File: src/rtl/wdog_pkg.sv
package wdog_pkg;
  localparam int WD_CNT_W_DEF  = 16;
  localparam int WD_PULSE_DEF  = 4;

  function automatic int wd_pulse_w(input int len);
    return (len < 2) ? 1 : $clog2(len + 1);
  endfunction
endpackage

File: src/rtl/wdog_reload_latch.sv
module wdog_reload_latch #(
  parameter int CNT_W = 16
) (
  input  logic             clk,
  input  logic             rst_n,
  input  logic             sys_rst,
  input  logic             wr_en,
  input  logic [CNT_W-1:0] wr_data,
  input  logic             expire,
  output logic             armed,
  output logic             load,
  output logic [CNT_W-1:0] load_val,
  output logic             clr_flag
);
  logic [CNT_W-1:0] reload_q;
  logic             data_nz;
  logic             first_wr;

  assign data_nz  = |wr_data;
  assign first_wr = wr_en && !sys_rst && !armed && data_nz;
  assign load     = wr_en && !sys_rst && (armed || data_nz);
  assign load_val = armed ? reload_q : wr_data;
  assign clr_flag = wr_en && !sys_rst && !armed && !data_nz;

  always_ff @(posedge clk or negedge rst_n) begin
    if (!rst_n) begin
      armed    <= 1'b0;
      reload_q <= '0;
    end else if (sys_rst || expire) begin
      armed    <= 1'b0;
      reload_q <= '0;
    end else if (first_wr) begin
      armed    <= 1'b1;
      reload_q <= wr_data;
    end
  end
endmodule

File: src/rtl/wdog_downcnt.sv
module wdog_downcnt #(
  parameter int CNT_W = 16
) (
  input  logic             clk,
  input  logic             rst_n,
  input  logic             sys_rst,
  input  logic             armed,
  input  logic             load,
  input  logic [CNT_W-1:0] load_val,
  output logic             expire
);
  localparam logic [CNT_W-1:0] ONE = CNT_W'(1);
  logic [CNT_W-1:0] cnt_q;

  assign expire = armed && (cnt_q == ONE) && !load && !sys_rst;

  always_ff @(posedge clk or negedge rst_n) begin
    if (!rst_n)                     cnt_q <= '0;
    else if (sys_rst)               cnt_q <= '0;
    else if (load)                  cnt_q <= load_val;
    else if (expire)                cnt_q <= '0;
    else if (armed && cnt_q != '0)  cnt_q <= cnt_q - ONE;
  end
endmodule

File: src/rtl/wdog_rst_pulse.sv
module wdog_rst_pulse #(
  parameter int PULSE_LEN = 4
) (
  input  logic clk,
  input  logic rst_n,
  input  logic expire,
  input  logic clr_flag,
  output logic rst_req,
  output logic wd_flag
);
  localparam int PW = wdog_pkg::wd_pulse_w(PULSE_LEN);
  localparam logic [PW-1:0] PLEN = PW'(PULSE_LEN);
  logic [PW-1:0] pcnt_q;

  assign rst_req = (pcnt_q != '0);

  always_ff @(posedge clk or negedge rst_n) begin
    if (!rst_n)              pcnt_q <= '0;
    else if (expire)         pcnt_q <= PLEN;
    else if (pcnt_q != '0)   pcnt_q <= pcnt_q - PW'(1);
  end

  always_ff @(posedge clk or negedge rst_n) begin
    if (!rst_n)         wd_flag <= 1'b0;
    else if (expire)    wd_flag <= 1'b1;
    else if (clr_flag)  wd_flag <= 1'b0;
  end
endmodule

File: src/rtl/wdog_timer.sv
module wdog_timer #(
  parameter int CNT_W     = wdog_pkg::WD_CNT_W_DEF,
  parameter int PULSE_LEN = wdog_pkg::WD_PULSE_DEF
) (
  input  logic             clk,
  input  logic             rst_n,
  input  logic             sys_rst,
  input  logic             wr_en,
  input  logic [CNT_W-1:0] wr_data,
  output logic             rst_req,
  output logic             wd_flag
);
  logic             armed_w;
  logic             load_w;
  logic [CNT_W-1:0] load_val_w;
  logic             clr_flag_w;
  logic             expire_w;

  wdog_reload_latch #(.CNT_W(CNT_W)) u_latch (
    .clk(clk), .rst_n(rst_n), .sys_rst(sys_rst),
    .wr_en(wr_en), .wr_data(wr_data), .expire(expire_w),
    .armed(armed_w), .load(load_w), .load_val(load_val_w),
    .clr_flag(clr_flag_w)
  );

  wdog_downcnt #(.CNT_W(CNT_W)) u_cnt (
    .clk(clk), .rst_n(rst_n), .sys_rst(sys_rst),
    .armed(armed_w), .load(load_w), .load_val(load_val_w),
    .expire(expire_w)
  );

  wdog_rst_pulse #(.PULSE_LEN(PULSE_LEN)) u_pulse (
    .clk(clk), .rst_n(rst_n), .expire(expire_w),
    .clr_flag(clr_flag_w), .rst_req(rst_req), .wd_flag(wd_flag)
  );
endmodule

File: config.mk
export PLATFORM = sky130hd
export DESIGN_NAME = wdog_timer
export DESIGN_NICKNAME = d
export VERILOG_FILES = /design/src/rtl/wdog_pkg.sv /design/src/rtl/wdog_reload_latch.sv /design/src/rtl/wdog_downcnt.sv /design/src/rtl/wdog_rst_pulse.sv /design/src/rtl/wdog_timer.sv
export SDC_FILE = /design/constraint.sdc
export NUM_CORES = 1
export LEC_CHECK = 0
export ABC_AREA = 1
export BUFFER_PORTS_ARGS = -buffer_cell sky130_fd_sc_hd__buf_2
export CORE_ASPECT_RATIO = 0.8
export CORE_UTILIZATION = 55
export CTS_CLUSTER_DIAMETER = 80
export DETAILED_ROUTE_END_ITERATION = 10
export PLACE_DENSITY_LB_ADDON = 0.1
export SLEW_MARGIN = 0
export SYNTH_ARGS = -nofsm -noshare
export SYNTH_HDL_FRONTEND = slang
export SYNTH_HIERARCHICAL = 1
export SYNTH_SLANG_ARGS = --single-unit
export TNS_END_PERCENT = 30
File: constraint.sdc
create_clock -name clk -period 6.7 [get_ports clk]
set_clock_uncertainty 0.15 [all_clocks]
set_input_delay 0.335 -clock clk [delete_from_list [all_inputs] [get_ports clk]]
set_output_delay 0.335 -clock clk [all_outputs]
set_load 0.02 [all_outputs]
; ---- Yosys cells after proc, flatten, opt, wreduce, memory -nomap -nowiden
; Index checks and enable logic that the tools add are counted.
[classes]
addsub = 2
n_eq_ne = 1
n_mux = 13
reduce_logical = 22
[op_table]
columns = op, count
row1 = 2-to-1 mux 16 bit, 7
row2 = "equality test 16 x 1 -> 1 bit, second input constant", 1
row3 = nonzero test 16 bit, 1
row4 = OR reduction 16 bit, 1
row5 = "subtractor 16 x 1 -> 16 bit, second input constant", 1
row6 = logical AND 1 bit, 9
row7 = 2-to-1 mux 3 bit, 2
row8 = nonzero test 2 bit, 3
row9 = logical NOT 1 bit, 4
row10 = 2-to-1 mux 1 bit, 4
row11 = nonzero test 4 bit, 1
row12 = nonzero test 3 bit, 1
row13 = "subtractor 3 x 1 -> 3 bit, second input constant", 1
row14 = logical OR 1 bit, 2
[word_totals]
regBits = 37
input_bits = 20
out_inout_bits = 2
elab_cells = 43

; ---- Longest topological paths before layout
; Gate-level depths: netlist of run 1.
[depth]
ltp_word = 9
mapped_depth = 17
ltp_nobuf = 15

; ---- Hierarchy
; The synthesis of run 1 kept the hierarchy.
[modules_own_cells]
columns = module, n_inst, cells_per_inst, area_each_um2, seq_area_each_um2
row1 = wdog_downcnt, 1, 222, 1383.8, 400.4
row2 = wdog_reload_latch, 1, 147, 1133.6, 425.4
row3 = wdog_rst_pulse, 1, 25, 207.7, 100.1

; ---- Worst setup path after synthesis of run 1
; Ideal clock, no wire load.
[synth_timing]
kind = in2reg
start = input port wr_data[7]
end = register u_latch.reload_q[15]
setup_ps = 117
arrival_time_ps = 2120
t_required_ps = 6433
setup_slack_ps = 4313
cell_stages = 17
cell_sequence = nor2_1 -> nand2_1 -> nor2_4 -> nand2_4 -> o21bai_1 -> inv_1 -> buf_6 -> clkinv_2 -> nand3_1 -> nor2_2 -> nand3_2 -> buf_2 -> inv_1 -> nor2_1 -> buf_2 -> nand4_1 -> nand2_1
[synth_between]
elab_chain_cells = 8
word_cells_on_any_way = 10
[synth_lines]
columns = item, line_no
row1 = from (decl), wdog_timer.sv:9  ; input logic [CNT_W-1:0] wr_data,
row2 = OR reduction 16 bit *, wdog_reload_latch.sv:19  ; assign data_nz = |wr_data;
row3 = logical OR 1 bit *, wdog_reload_latch.sv:21  ; assign load = wr_en && !sys_rst && (armed || data_nz);
row4 = logical AND 1 bit *, wdog_reload_latch.sv:21
row5 = via load_w, wdog_timer.sv:14  ; logic load_w;
row6 = logical NOT 1 bit *, wdog_downcnt.sv:15  ; assign expire = armed && (cnt_q == ONE) && !load && !sys_rst;
row7 = logical AND 1 bit * (2 in series), wdog_downcnt.sv:15
row8 = via expire_w, wdog_timer.sv:17  ; logic expire_w;
row9 = logical OR 1 bit *, wdog_reload_latch.sv:29  ; end else if (sys_rst || expire) begin
row10 = 2-to-1 mux 16 bit / nonzero test 2 bit (equally long branches), n/a
row11 = to (signal assigned), wdog_reload_latch.sv:34  ; reload_q <= wr_data;
row12 = to (decl), wdog_reload_latch.sv:15  ; logic [CNT_W-1:0] reload_q;
; The timed path passes the listed nets; every way through them passes the cells marked *.
; A chain may end at the register's enable or synchronous reset.

; ---- Worst setup path after layout of run 1
[layout_timing]
start = register u_latch.armed
end = register u_latch.reload_q[11]
[layout_between]
elab_chain_cells = 7
word_cells_on_any_way = 12
[layout_lines]
columns = item, line_no
row1 = from (decl), wdog_reload_latch.sv:10  ; output logic armed,
row2 = from (signal assigned), wdog_reload_latch.sv:27  ; armed <= 1'b0;
row3 = from (signal assigned), wdog_reload_latch.sv:30  ; armed <= 1'b0;
row4 = from (signal assigned), wdog_reload_latch.sv:33  ; armed <= 1'b1;
row5 = logical OR 1 bit *, wdog_reload_latch.sv:21
row6 = logical AND 1 bit *, wdog_reload_latch.sv:21
row7 = via load_w, wdog_timer.sv:14
row8 = logical NOT 1 bit *, wdog_downcnt.sv:15
row9 = logical AND 1 bit * (2 in series), wdog_downcnt.sv:15
row10 = via expire_w, wdog_timer.sv:17
row11 = logical OR 1 bit *, wdog_reload_latch.sv:29
row12 = 2-to-1 mux 16 bit / nonzero test 2 bit (equally long branches), n/a
; Marks and branches as above.

==> out/qor.yml, run 1 <==
cp-end-kind: "flop"
viasPerCell: 5.28
required_ns: 6.78
vias: 2477
port-buffer-count: 21
die_area_mm2: 0.00524
ant_nets: 0
cts_resized: 0
synth.ff_latch_count: 37
seq_power_share_pct: 36.8
finalPower_mw: 0.832
period_needed_ns: 3.25
outcome: "finished clean"
timing.final.crit_share_pct: 48.5
die_h_um: 65.0
initial_core_util_pct: 58.2
core_area_mm2: 0.00468
reg2reg_slack_ns: 3.45
netlist_area_mm2: 0.00273
p_clk_share_pct: 18.6
holdBufCountCts: 0
synth.avg_cell_area_um2: 6.92
hold_viol: 0
areaGrowthSynthToFinish_pct: 5.46
first_iter_violations: 227
fill_cells: 467
fp.dieW_um: 80.7
ios: 22
setup-violations-final: 0
max_slew.worst_pin.slew_ns: 0.856
antenna_cells: 0
mostFrequentLayoutCells: "nand2_1 (178), dfrtp_1 (37), nand3_1 (29), nor2_1 (27), buf_2 (21)"
grt_max_degree: 38
clock_sinks: 37
final_common_cell: "nand2_1"
grt_pass1_vias: 2216
worstSetupStartpoint: "u_latch/armed"
drc: 0
switching_power_mw: 0.365
grt_pass1_wl_um: 10500
cts-root-buf: "clkbuf_8"
row_count: 22
finalHoldWorstSlack_ns: 0.00137
synth_cells: 394
post-cts-setup-buffers: 0
combPwrFrac_pct: 44.5
critPathKind: "flop to flop"
clockBufferDepth: 2
layout-drive-gt1-share_pct: 19.8
start_kind: "flop"
cts_tree: "yes"
hold_class: "input port to async pin"
grt-ovfl-total: 0
antenna_found_initial: 0
relSlewSlack_pct: 42.9
gp_routability_congestion: 0.880
wl_um: 6070
clock_latency_ns: 0.29
yosysUniqueCellTypes: 30
rr_startpoint: "u_latch/armed"
crit_arrival_ns: 3.33
final_nets: 432
vdd_drop_max_mv: 0.143
worstPathMaxFanout: 33
intPower_mw: 0.467
fmax_mhz: 307
drv_slew: 0
power_density_mw_per_mm2: 289
cts_made_buffers: 5
p_leak_nw: 1.60
syn-num-nets: 418
grt_use_total_pct: 26.1
grt_setup_unrepaired: "false"
fin_tns_setup_ns: 0
cap_violations: 0
seq_area_frac_synth_pct: 34.0
wl_per_cell_um: 12.9
dp_hpwl_um: 4290
swShare_pct: 43.9
synth_warnings: 6
postLayoutCoreUtil_pct: 61.4
htreeDepth: 2
drtPass1Iterations: 4
path_clk_slew_ns: 0.07
## path summary, 6_finish.rpt
kind / end / cells after the start
max: u_latch/reload_q[11] / 11
min: u_pulse/pcnt_q[1] / 1
max reg2reg: u_latch/reload_q[11] / 11
min reg2reg: u_latch/reload_q[9] / 2
max in group asynchronous: u_latch/armed / 1
min in group clk: u_latch/reload_q[6] / 3
## power by group through the flow
stage	clock network, mW	registers [mW]	logic [mW]
after CTS	0.159	0.305	0.368
after global routing	0.172	0.311	0.423
after global placement	0	0.308	0.361
after detailed placement	0	0.309	0.365
after floorplan	0	0.296	0.300
final	0.155	0.306	0.370
## final cells by class
cell class	count	area, µm²	area share, %
flip-flops and latches	37	926	32.2
repair buffers	22	113	3.92
clock buffers	8	80.1	2.79
well taps	60	75.1	2.61
multi-input cells	317	1580	55.1
inverters	25	97.6	3.40
## flip-flops by register name (all words and copies together) (netlist names)
register          flops
u_pulse/pcnt_q        3
u_pulse/wd_flag       1
u_cnt/cnt_q          16
u_latch/reload_q     16
u_latch/armed         1
## stage by stage
stage	std cells	instance area [µm²]	worst slack [ns]
CTS	469	2870	3.43
finish	469	2870	3.45
global placement	461	2790	3.55
floorplan	394	2730	4.31
detailed placement	461	2790	3.47
global route	469	2870	3.08
## synth_stat cells (all sizes together)
cell type  count  area share (%)
ha             4             1.8
nor2          40             8.0
nor3           1            0.37
clkbuf         1            0.14
clkinv         1            0.18
o21bai         1            0.28
nand3b         4             1.1
inv           24             3.4
xnor2          2            0.64
xor2           2            0.64
nand3         41             9.7
nand2        199              30
buf           14             4.3
dfrtp         37              34
a21boi         1            0.28
nand4         18             4.1
o21ai          4            0.73
## worst max-delay path: stages, from the launching register on
cell	delay, ns
dfrtp_1	0.87
o21bai_1	0.15
inv_1	0.37
clkinv_2	0.32
nand3_1	0.16
nor2_2	0.07
nand3_2	0.23
inv_1	0.14
nor2_2	0.13
buf_4	0.35
nand4_1	0.14
nand2_1	0.08
## cells by family after synthesis
kind of cell | share of synthesized area (%)
and+or+nand+nor | 53.6
buffers and inverters | 8.03
DFF | 34.0
AOI/OAI and AO/OA | 1.29
xor gates and xnor gates | 1.29
adders and majority gates | 1.84
## routing by layer
| layer | track usage [%] | wire length (µm) | vias up |
|---|---|---|---|
| met5 | 0 | 0 | - |
| met4 | 6.92 | 26 | 0 |
| met3 | 5.35 | 229 | 2 |
| met2 | 38.8 | 2690 | 48 |
| met1 | 38.2 | 3120 | 1155 |
| li1 | - | - | 1272 |
Power figures use the tool's default switching activity.
==> run 2: changes to the inputs <==
--- a/config.mk
+++ b/config.mk
@@ -5,7 +5,7 @@
 export SDC_FILE = /design/constraint.sdc
 export NUM_CORES = 1
 export LEC_CHECK = 0
-export ABC_AREA = 1
+export ABC_AREA = 0
 export BUFFER_PORTS_ARGS = -buffer_cell sky130_fd_sc_hd__buf_2
 export CORE_ASPECT_RATIO = 0.8
 export CORE_UTILIZATION = 55
==> constraint.sdc (replaced) <==
create_clock -name clk -period 3.1 [get_ports clk]
set_clock_uncertainty 0.15 [all_clocks]
set_input_delay 0.155 -clock clk [delete_from_list [all_inputs] [get_ports clk]]
set_output_delay 0.155 -clock clk [all_outputs]
set_load 0.02 [all_outputs]
==> run 2 against run 1 <==
  * Worst setup slack got worse by 3.2 ns
  * Utilization rose by 2.5 points
  * Die area fell by 9.1%
  * Global-route usage rose by 1.8 points
  * Cell count fell by 28%
  * Clock-buffer cell count did not move
  * Cell area fell by 5.4%
  * Largest cell class unchanged
  * Critical path type is now input port to flop
  * Critical endpoint is now u_cnt/cnt_q[12]
  * Non-clock buffer count rose by 10
==> out/qor.yml, run 2 <==
outcome: "finished clean"
cp-end-kind: "flop"
drv_slew: 0  # unchanged
grt_max_degree: 38  # unchanged
combPwrFrac_pct: 32.4  # -12 points
drt-met1-wl_um: 2860  # -8.5%
required_ns: 3.17  # -3.61 ns
first_iter_violations: 222  # -2.2%
yosys-top-cells-count: "dfrtp_1 (37), nand3_1 (22), nor2_1 (22)"
switching_power_mw: 0.471  # +29%
synth_most_common_cell: "dfrtp_1"
antenna_cells: 0  # unchanged
cpLargestDelayFamily: "simple AND/OR/NAND/NOR gates"
netlist_top_cells_area: "dfrtp_1 (37%), mux2_2 (7.3%), a211oi_2 (5.1%)"
mostFrequentLayoutCells: "dfrtp_1 (37), nand3_1 (22), buf_2 (21), nor2_1 (21), o21ai_0 (18)"
finalPower_mw: 1.36  # +64%
wl_met2_um: 2820  # +4.8%
fin_ws_ns: 0.232  # -3.22 ns
row_count: 21  # -4.5%
synth_top_area_share_pct: 37.5  # +3.5 points
crit_chain: "dlygate4sd3_1, buf_2, nor4_2, nand4_2, nor2_1, nor2_1, nor2_1, nand3_2, or4_1, nand2_1"
drtPass1Iterations: 5  # +1
core_area_mm2: 0.00426  # -9.0%
cts_made_buffers: 5  # unchanged
worstPathMaxFanout: 10  # -70%
path_clk_slew_ns: 0.08  # about the same
synth_top_cell_by_area: "dfrtp_1"
synthArstFlopShare_pct: 100  # unchanged
ys.flop_type: "dfrtp_1"
worst-path-buf-inv: 2  # -2
drc: 0  # unchanged
grt_pass1_wl_um: 10100  # -3.2%
port-buffer-count: 21  # unchanged
grt_setup_unrepaired: "false"
slowest_stage: "dlygate4sd3_1"
postLayoutCoreUtil_pct: 63.9  # +2.5 points
synth.ff_latch_count: 37  # unchanged
clockBufferDepth: 2  # unchanged
syn-num-nets: 279  # -33%
clock_sinks: 37  # unchanged
critPathKind: "input port to flop"
ant_nets: 0  # unchanged
cts_resized: 0  # unchanged
dpl_worst_slack_ns: 0.591  # -2.88 ns
clock_latency_ns: 0.29  # about the same
seq_power_share_pct: 43.6  # +6.8 points
cap_violations: 0  # unchanged
hold_class: "input port to flop"
seq_area_frac_synth_pct: 37.5  # +3.5 points
seq_area_um2: 926  # unchanged
vdd_drop_max_mv: 0.270  # +88%
start_kind: "input port"
die_h_um: 61.9  # -4.6%
dp_hpwl_um: 4300  # +0.28%
rr_startpoint: "u_cnt/cnt_q[4]"
antenna_found_initial: 0  # unchanged
synth.avg_cell_area_um2: 9.69  # +40%
cts_tree: "yes"
ios: 22  # unchanged
worstSetupStartpoint: "wr_data[1]"
grt_use_total_pct: 28.0  # +1.8 points
topRoutingLayerUsed: "met4"
power_density_mw_per_mm2: 501  # +73%
final_common_cell: "dfrtp_1"
htreeDepth: 2  # unchanged
swShare_pct: 34.6  # -9.3 points
hold_viol: 0  # unchanged
synth_edf_count: 0  # unchanged
viasPerCell: 6.32  # +20%
yosysUniqueCellTypes: 54  # +80%
wl_met3_um: 366  # +60%
crit_top_cell: "nor2_1"
multi_input_area_mm2: 0.00142  # -10%
wl_um: 6130  # +0.99%
netlist_area_mm2: 0.00247  # -9.4%
fp.dieW_um: 76.9  # -4.7%
min_from: "wr_data[5]"
vias: 2123  # -14%
cts-root-buf: "clkbuf_8"
max_stage_delay_ns: 0.53  # -0.34 ns
synth_cells: 255  # -35%
reg_top3: "u_cnt/cnt_q (16), u_latch/reload_q (16), u_pulse/pcnt_q (3)"
fin_tns_setup_ns: 0  # unchanged
fmax_mhz: 349
max_slew.worst_pin.slew_ns: 0.835  # -0.0209 ns
layout-drive-gt1-share_pct: 31.5  # +12 points
crit_arrival_ns: 2.94  # -0.39 ns
p_leak_nw: 1.11  # -31%
grt-ovfl-total: 0  # unchanged
grt_pass1_vias: 2077  # -6.3%
intPower_mw: 0.890  # +91%
areaGrowthSynthToFinish_pct: 10.1
gp_routability_congestion: 0.885  # +0.58%
initial_core_util_pct: 58.0  # -0.21 points
timing.final.crit_share_pct: 92.5
relSlewSlack_pct: 44.3  # +1.4 points
final_nets: 302  # -30%
p_clk_share_pct: 24.1  # +5.5 points
setup-violations-final: 0  # unchanged
period_needed_ns: 2.87
synth_warnings: 6  # unchanged
fill_cells: 376  # -19%
wl_per_cell_um: 18.2  # +41%
die_area_mm2: 0.00476  # -9.1%
[run 2: cell types whose count changed in the layout (fill, tap and decap cells not counted), moves of 11 or more]
cell and change:
nand2_1 -167, nand3_2 -11, mux2_2 +16, o21ai_0 +15, inv_1 -12, nand2_2 -16
nand4_1 -18, o21ai_2 +11
[run 2: power groups by stage]
| stage | registers, mW | logic [mW] | clock network (mW) |
|---|---|---|---|
| after global routing | 0.601 | 0.492 | 0.352 |
| after detailed placement | 0.601 | 0.434 | 0 |
| after floorplan | 0.590 | 0.330 | 0 |
| final | 0.593 | 0.441 | 0.328 |
| after global placement | 0.598 | 0.426 | 0 |
| after CTS | 0.592 | 0.440 | 0.337 |
[run 2: final timing paths]
| check | end | slack, ns | cells after the start |
|---|---|---|---|
| worst min-delay path | u_latch/reload_q[5] | 0.01 | 3 |
| max in group asynchronous | u_cnt/cnt_q[12] | 1.91 | 2 |
| worst max-delay path | u_cnt/cnt_q[12] | 0.23 | 10 |
| worst min register to register | u_pulse/wd_flag | 0.33 | 1 |
| worst max register to register | u_latch/reload_q[2] | 0.74 | 6 |
| min in group asynchronous | u_latch/reload_q[2] | 0.35 | 2 |
[run 2: worst register-to-register path: cells and delay by family (launching register included)]
kind                   cells  cell delay, ns
AND/OR/NAND/NOR            4            1.19
flip-flops                 1            0.44
buffers and inverters      1            0.32
AO/OA/AOI/OAI              1            0.12
[run 2: cell families (layout without fill, tap and decap cells)]
group | count (synthesis) | in the layout | synth area share, %
compound gates | 78 | 78 | 24.0
mux | 17 | 17 | 7.90
flops | 37 | 37 | 37.5
fa+ha+maj | 4 | 4 | 2.03
buf+inv | 22 | 46 | 5.01
xor+xnor | 1 | 1 | 0.355
simple gates | 96 | 96 | 23.2
[run 2: repair_timing]
| item | in CTS | in global routing |
|---|---|---|
| hold buffers | 4 | 0 |
| setup buffers | 0 | 0 |
| hold endpoints to repair | 40 | 0 |
[run 2: area by class of cell]
class	instances	area share [%]
flip-flops and latches	37	34.0
multi-input cells	196	52.3
well taps	57	2.62
clock buffers	8	2.94
repair buffers	32	7.27
inverters	6	0.828
[run 2: stage by stage]
stage	hold slack [ns]	cells	area (µm²)
CTS	0.0113	336	2720
global route	0.0129	336	2720
detailed placement	0.158	324	2600
global placement	0.158	324	2600
finish	0.0106	336	2720
floorplan	-0.291	255	2470
[run 2: metal layers]
metal  up-vias  global-route usage (%)
li1       1006                       -
met1      1014                    38.2
met2        92                    46.6
met3        11                    4.53
met4         0                    9.34
met5         -                       0
==> run 3: changes to the inputs <==
--- a/config.mk
+++ b/config.mk
@@ -15,6 +15,5 @@
 export SLEW_MARGIN = 0
 export SYNTH_ARGS = -nofsm -noshare
 export SYNTH_HDL_FRONTEND = slang
-export SYNTH_HIERARCHICAL = 1
 export SYNTH_SLANG_ARGS = --single-unit
 export TNS_END_PERCENT = 30
==> run 3 against run 2 <==
  * Combinational power up 8.2%
  * Clock-buffer cell count shrank 1
  * Cell count decreased by 6.0%
  * Sequential power up 3%
  * Highest routed layer unchanged
  * Critical path type unchanged
  * Largest cell class unchanged
  * Synthesized cell count down 13%
  * Die area fell by 6.4%
  * Area after synthesis shrank 6.6%
==> out/qor.yml, run 3 <==
outcome: "finished clean"
yosysUniqueCellTypes: 61  # +13%
required_ns: 3.18  # about the same
wl_per_cell_um: 18.5  # +1.7%
power_density_mw_per_mm2: 563  # +13%
worstPathMaxFanout: 17  # +7
viasPerCell: 6.36  # +0.72%
use_met2_pct: 45.7  # -0.87 points
synthArstFlopShare_pct: 100  # unchanged
wl_um: 5860  # -4.3%
final_nets: 284  # -6.0%
period_needed_ns: 2.66  # -0.212 ns
fmax_mhz: 377  # +8.0%
cp-end-kind: "flop"
layout-drive-gt1-share_pct: 21.8  # -9.7 points
crit_arrival_ns: 2.74  # -0.20 ns
grt_setup_unrepaired: "false"
reg2reg_slack_ns: 0.56  # -0.18 ns
grt_pass1_vias: 1921  # -7.5%
synth_top_cell_by_area: "dfrtp_1"
first_iter_violations: 311  # +40%
hold_class: "input port to flop"
post-cts-setup-buffers: 0  # unchanged
path_clk_slew_ns: 0.07  # about the same
htreeDepth: 2  # unchanged
synth.avg_cell_area_um2: 10.4  # +7.8%
drc: 0  # unchanged
slowest_stage: "nor3_4"
fin_tns_setup_ns: 0  # unchanged
drv_slew: 0  # unchanged
synth_warnings: 0  # -6
grt_use_total_pct: 29.7  # +1.7 points
postLayoutCoreUtil_pct: 69.5  # +5.6 points
max_stage_delay_ns: 0.60  # +0.07 ns
gp_routability_congestion: 0.982  # +11%
drtPass1Iterations: 5  # unchanged
grt-ovfl-total: 0  # unchanged
core_area_mm2: 0.00390  # -8.3%
synth_top_area_share_pct: 40.1  # +2.6 points
synth_edf_count: 0  # unchanged
die_area_mm2: 0.00446  # -6.4%
reg_top3: "u_cnt.cnt_q (16), u_latch.reload_q (16), u_pulse.pcnt_q (3)"
ios: 22  # unchanged
clockBufferDepth: 2  # unchanged
cts-root-buf: "clkbuf_8"
grt_pass1_wl_um: 9600  # -5.3%
p_leak_nw: 1.19  # +7.1%
fill_cells: 306  # -19%
row_count: 20  # -4.8%
busiest_layer: "met2"
antenna_found_initial: 0  # unchanged
synth_most_common_cell: "dfrtp_1"
grtUsageMet1_pct: 42.1  # +3.9 points
netlist_area_mm2: 0.00231  # -6.6%
ys.flop_type: "dfrtp_1"
hold_viol: 0  # unchanged
fp.dieW_um: 74.4  # -3.3%
cts_made_buffers: 5  # unchanged
critPathKind: "input port to flop"
relSlewSlack_pct: 19.3  # -25 points
vdd_drop_max_mv: 0.481  # +78%
timing.final.crit_share_pct: 85.7  # -6.8 points
dp_hpwl_um: 4000  # -7.1%
grt_max_degree: 38  # unchanged
die_h_um: 59.9  # -3.2%
syn-num-nets: 245  # -12%
mostFrequentLayoutCells: "dfrtp_1 (37), buf_2 (21), a22o_1 (18), nor2_1 (17), dlygate4sd3_1 (17)"
grt_use_met3_pct: 5.90  # +1.4 points
final_common_cell: "dfrtp_1"
setup-violations-final: 0  # unchanged
seq_area_frac_synth_pct: 40.1  # +2.6 points
crit_chain: "dlygate4sd3_1, buf_2, nor4_1, and4_1, nor3_2, nor3_4, a22o_1"
antenna_cells: 0  # unchanged
clock_sinks: 37  # unchanged
synth_cells: 221  # -13%
worst-path-buf-inv: 2  # unchanged
synth.ff_latch_count: 37  # unchanged
cap_violations: 0  # unchanged
cpLargestDelayFamily: "simple AND/OR/NAND/NOR gates"
netlist_top_cells_area: "dfrtp_1 (40%), a22o_1 (6.8%), mux2i_1 (5.2%)"
cts_tree: "yes"
port-buffer-count: 21  # unchanged
areaGrowthSynthToFinish_pct: 17.5
vias: 2011  # -5.3%
initial_core_util_pct: 59.1  # +1.1 points
yosys-top-cells-count: "dfrtp_1 (37), a22o_1 (18), nor2_1 (17)"
start_kind: "input port"
max_slew.worst_pin.slew_ns: 1.20  # +0.368 ns
clock_latency_ns: 0.30  # about the same
ant_nets: 0  # unchanged
## run 3: layer usage
metal	vias up	share of wire, %
met5	-	0
met4	0	1.5
met3	9	5.9
met2	84	47
met1	969	45
li1	949	-
## run 3: power by group
group | switching (mW) | internal [mW] | total (mW)
clock | 0.180 | 0.262 | 0.443
sequential | 0.0610 | 0.547 | 0.608
combinational | 0.270 | 0.206 | 0.477
total | 0.512 | 1.02 | 1.53
## run 3: kinds of logic (layout without fill, tap and decap cells)
logic type	after synthesis	count (layout)	synth area share, %
buffers and inverters	18	58	5.04
adder cells (fa/ha/maj)	4	4	2.17
flip-flops	37	37	40.1
AO/OA/AOI/OAI	70	70	23.8
XOR/XNOR	3	3	1.14
multiplexers	17	17	7.65
AND/OR/NAND/NOR	72	72	20.1
## run 3: area by class of cell
type                    count  area, µm²  area share (%)
multi-input cells         166       1260            46.7
flip-flops and latches     37        926            34.1
repair buffers             42        305            11.3
clock buffers               7       86.3            3.18
well taps                  55       68.8            2.54
clock inverters             1       30.0            1.11
inverters                   8       30.0            1.11
## run 3: per-stage QoR
stage                     setup slack, ns  hold WS, ns  cells  area, µm²  total power [mW]
after floorplan                      1.07       -0.291    221       2310             0.944
after global placement              0.678        0.132    291       2420              1.05
after detailed placement            0.669        0.150    291       2420              1.07
after CTS                           0.513       0.0487    316       2710              1.52
after global routing                0.273       0.0879    316       2710              1.60
final                               0.444       0.0598    316       2710              1.53
## run 3: what timing repair did
| action | CTS | global route |
|---|---|---|
| resized for setup | 0 | 0 |
| endpoints found under the hold margin | 53 | 0 |
| hold buffers | 17 | 0 |
## run 3: worst paths after layout
path | startpoint | to | depth (start not counted)
min in group asynchronous | rst_n | u_latch.reload_q[11] | 2
worst min register to register | u_pulse.wd_flag | u_pulse.wd_flag | 1
max in group asynchronous | rst_n | u_latch.reload_q[3] | 2
worst max-delay path | wr_data[2] | u_latch.reload_q[0] | 7
worst min-delay path | wr_en | u_latch.armed | 3
worst max register to register | u_cnt.cnt_q[10] | u_cnt.cnt_q[7] | 5
## run 3: worst min-delay path, cell delays in order
cell and delay, ns:
buf_2 0.16, nand2b_1 0.09, a21oi_1 0.06
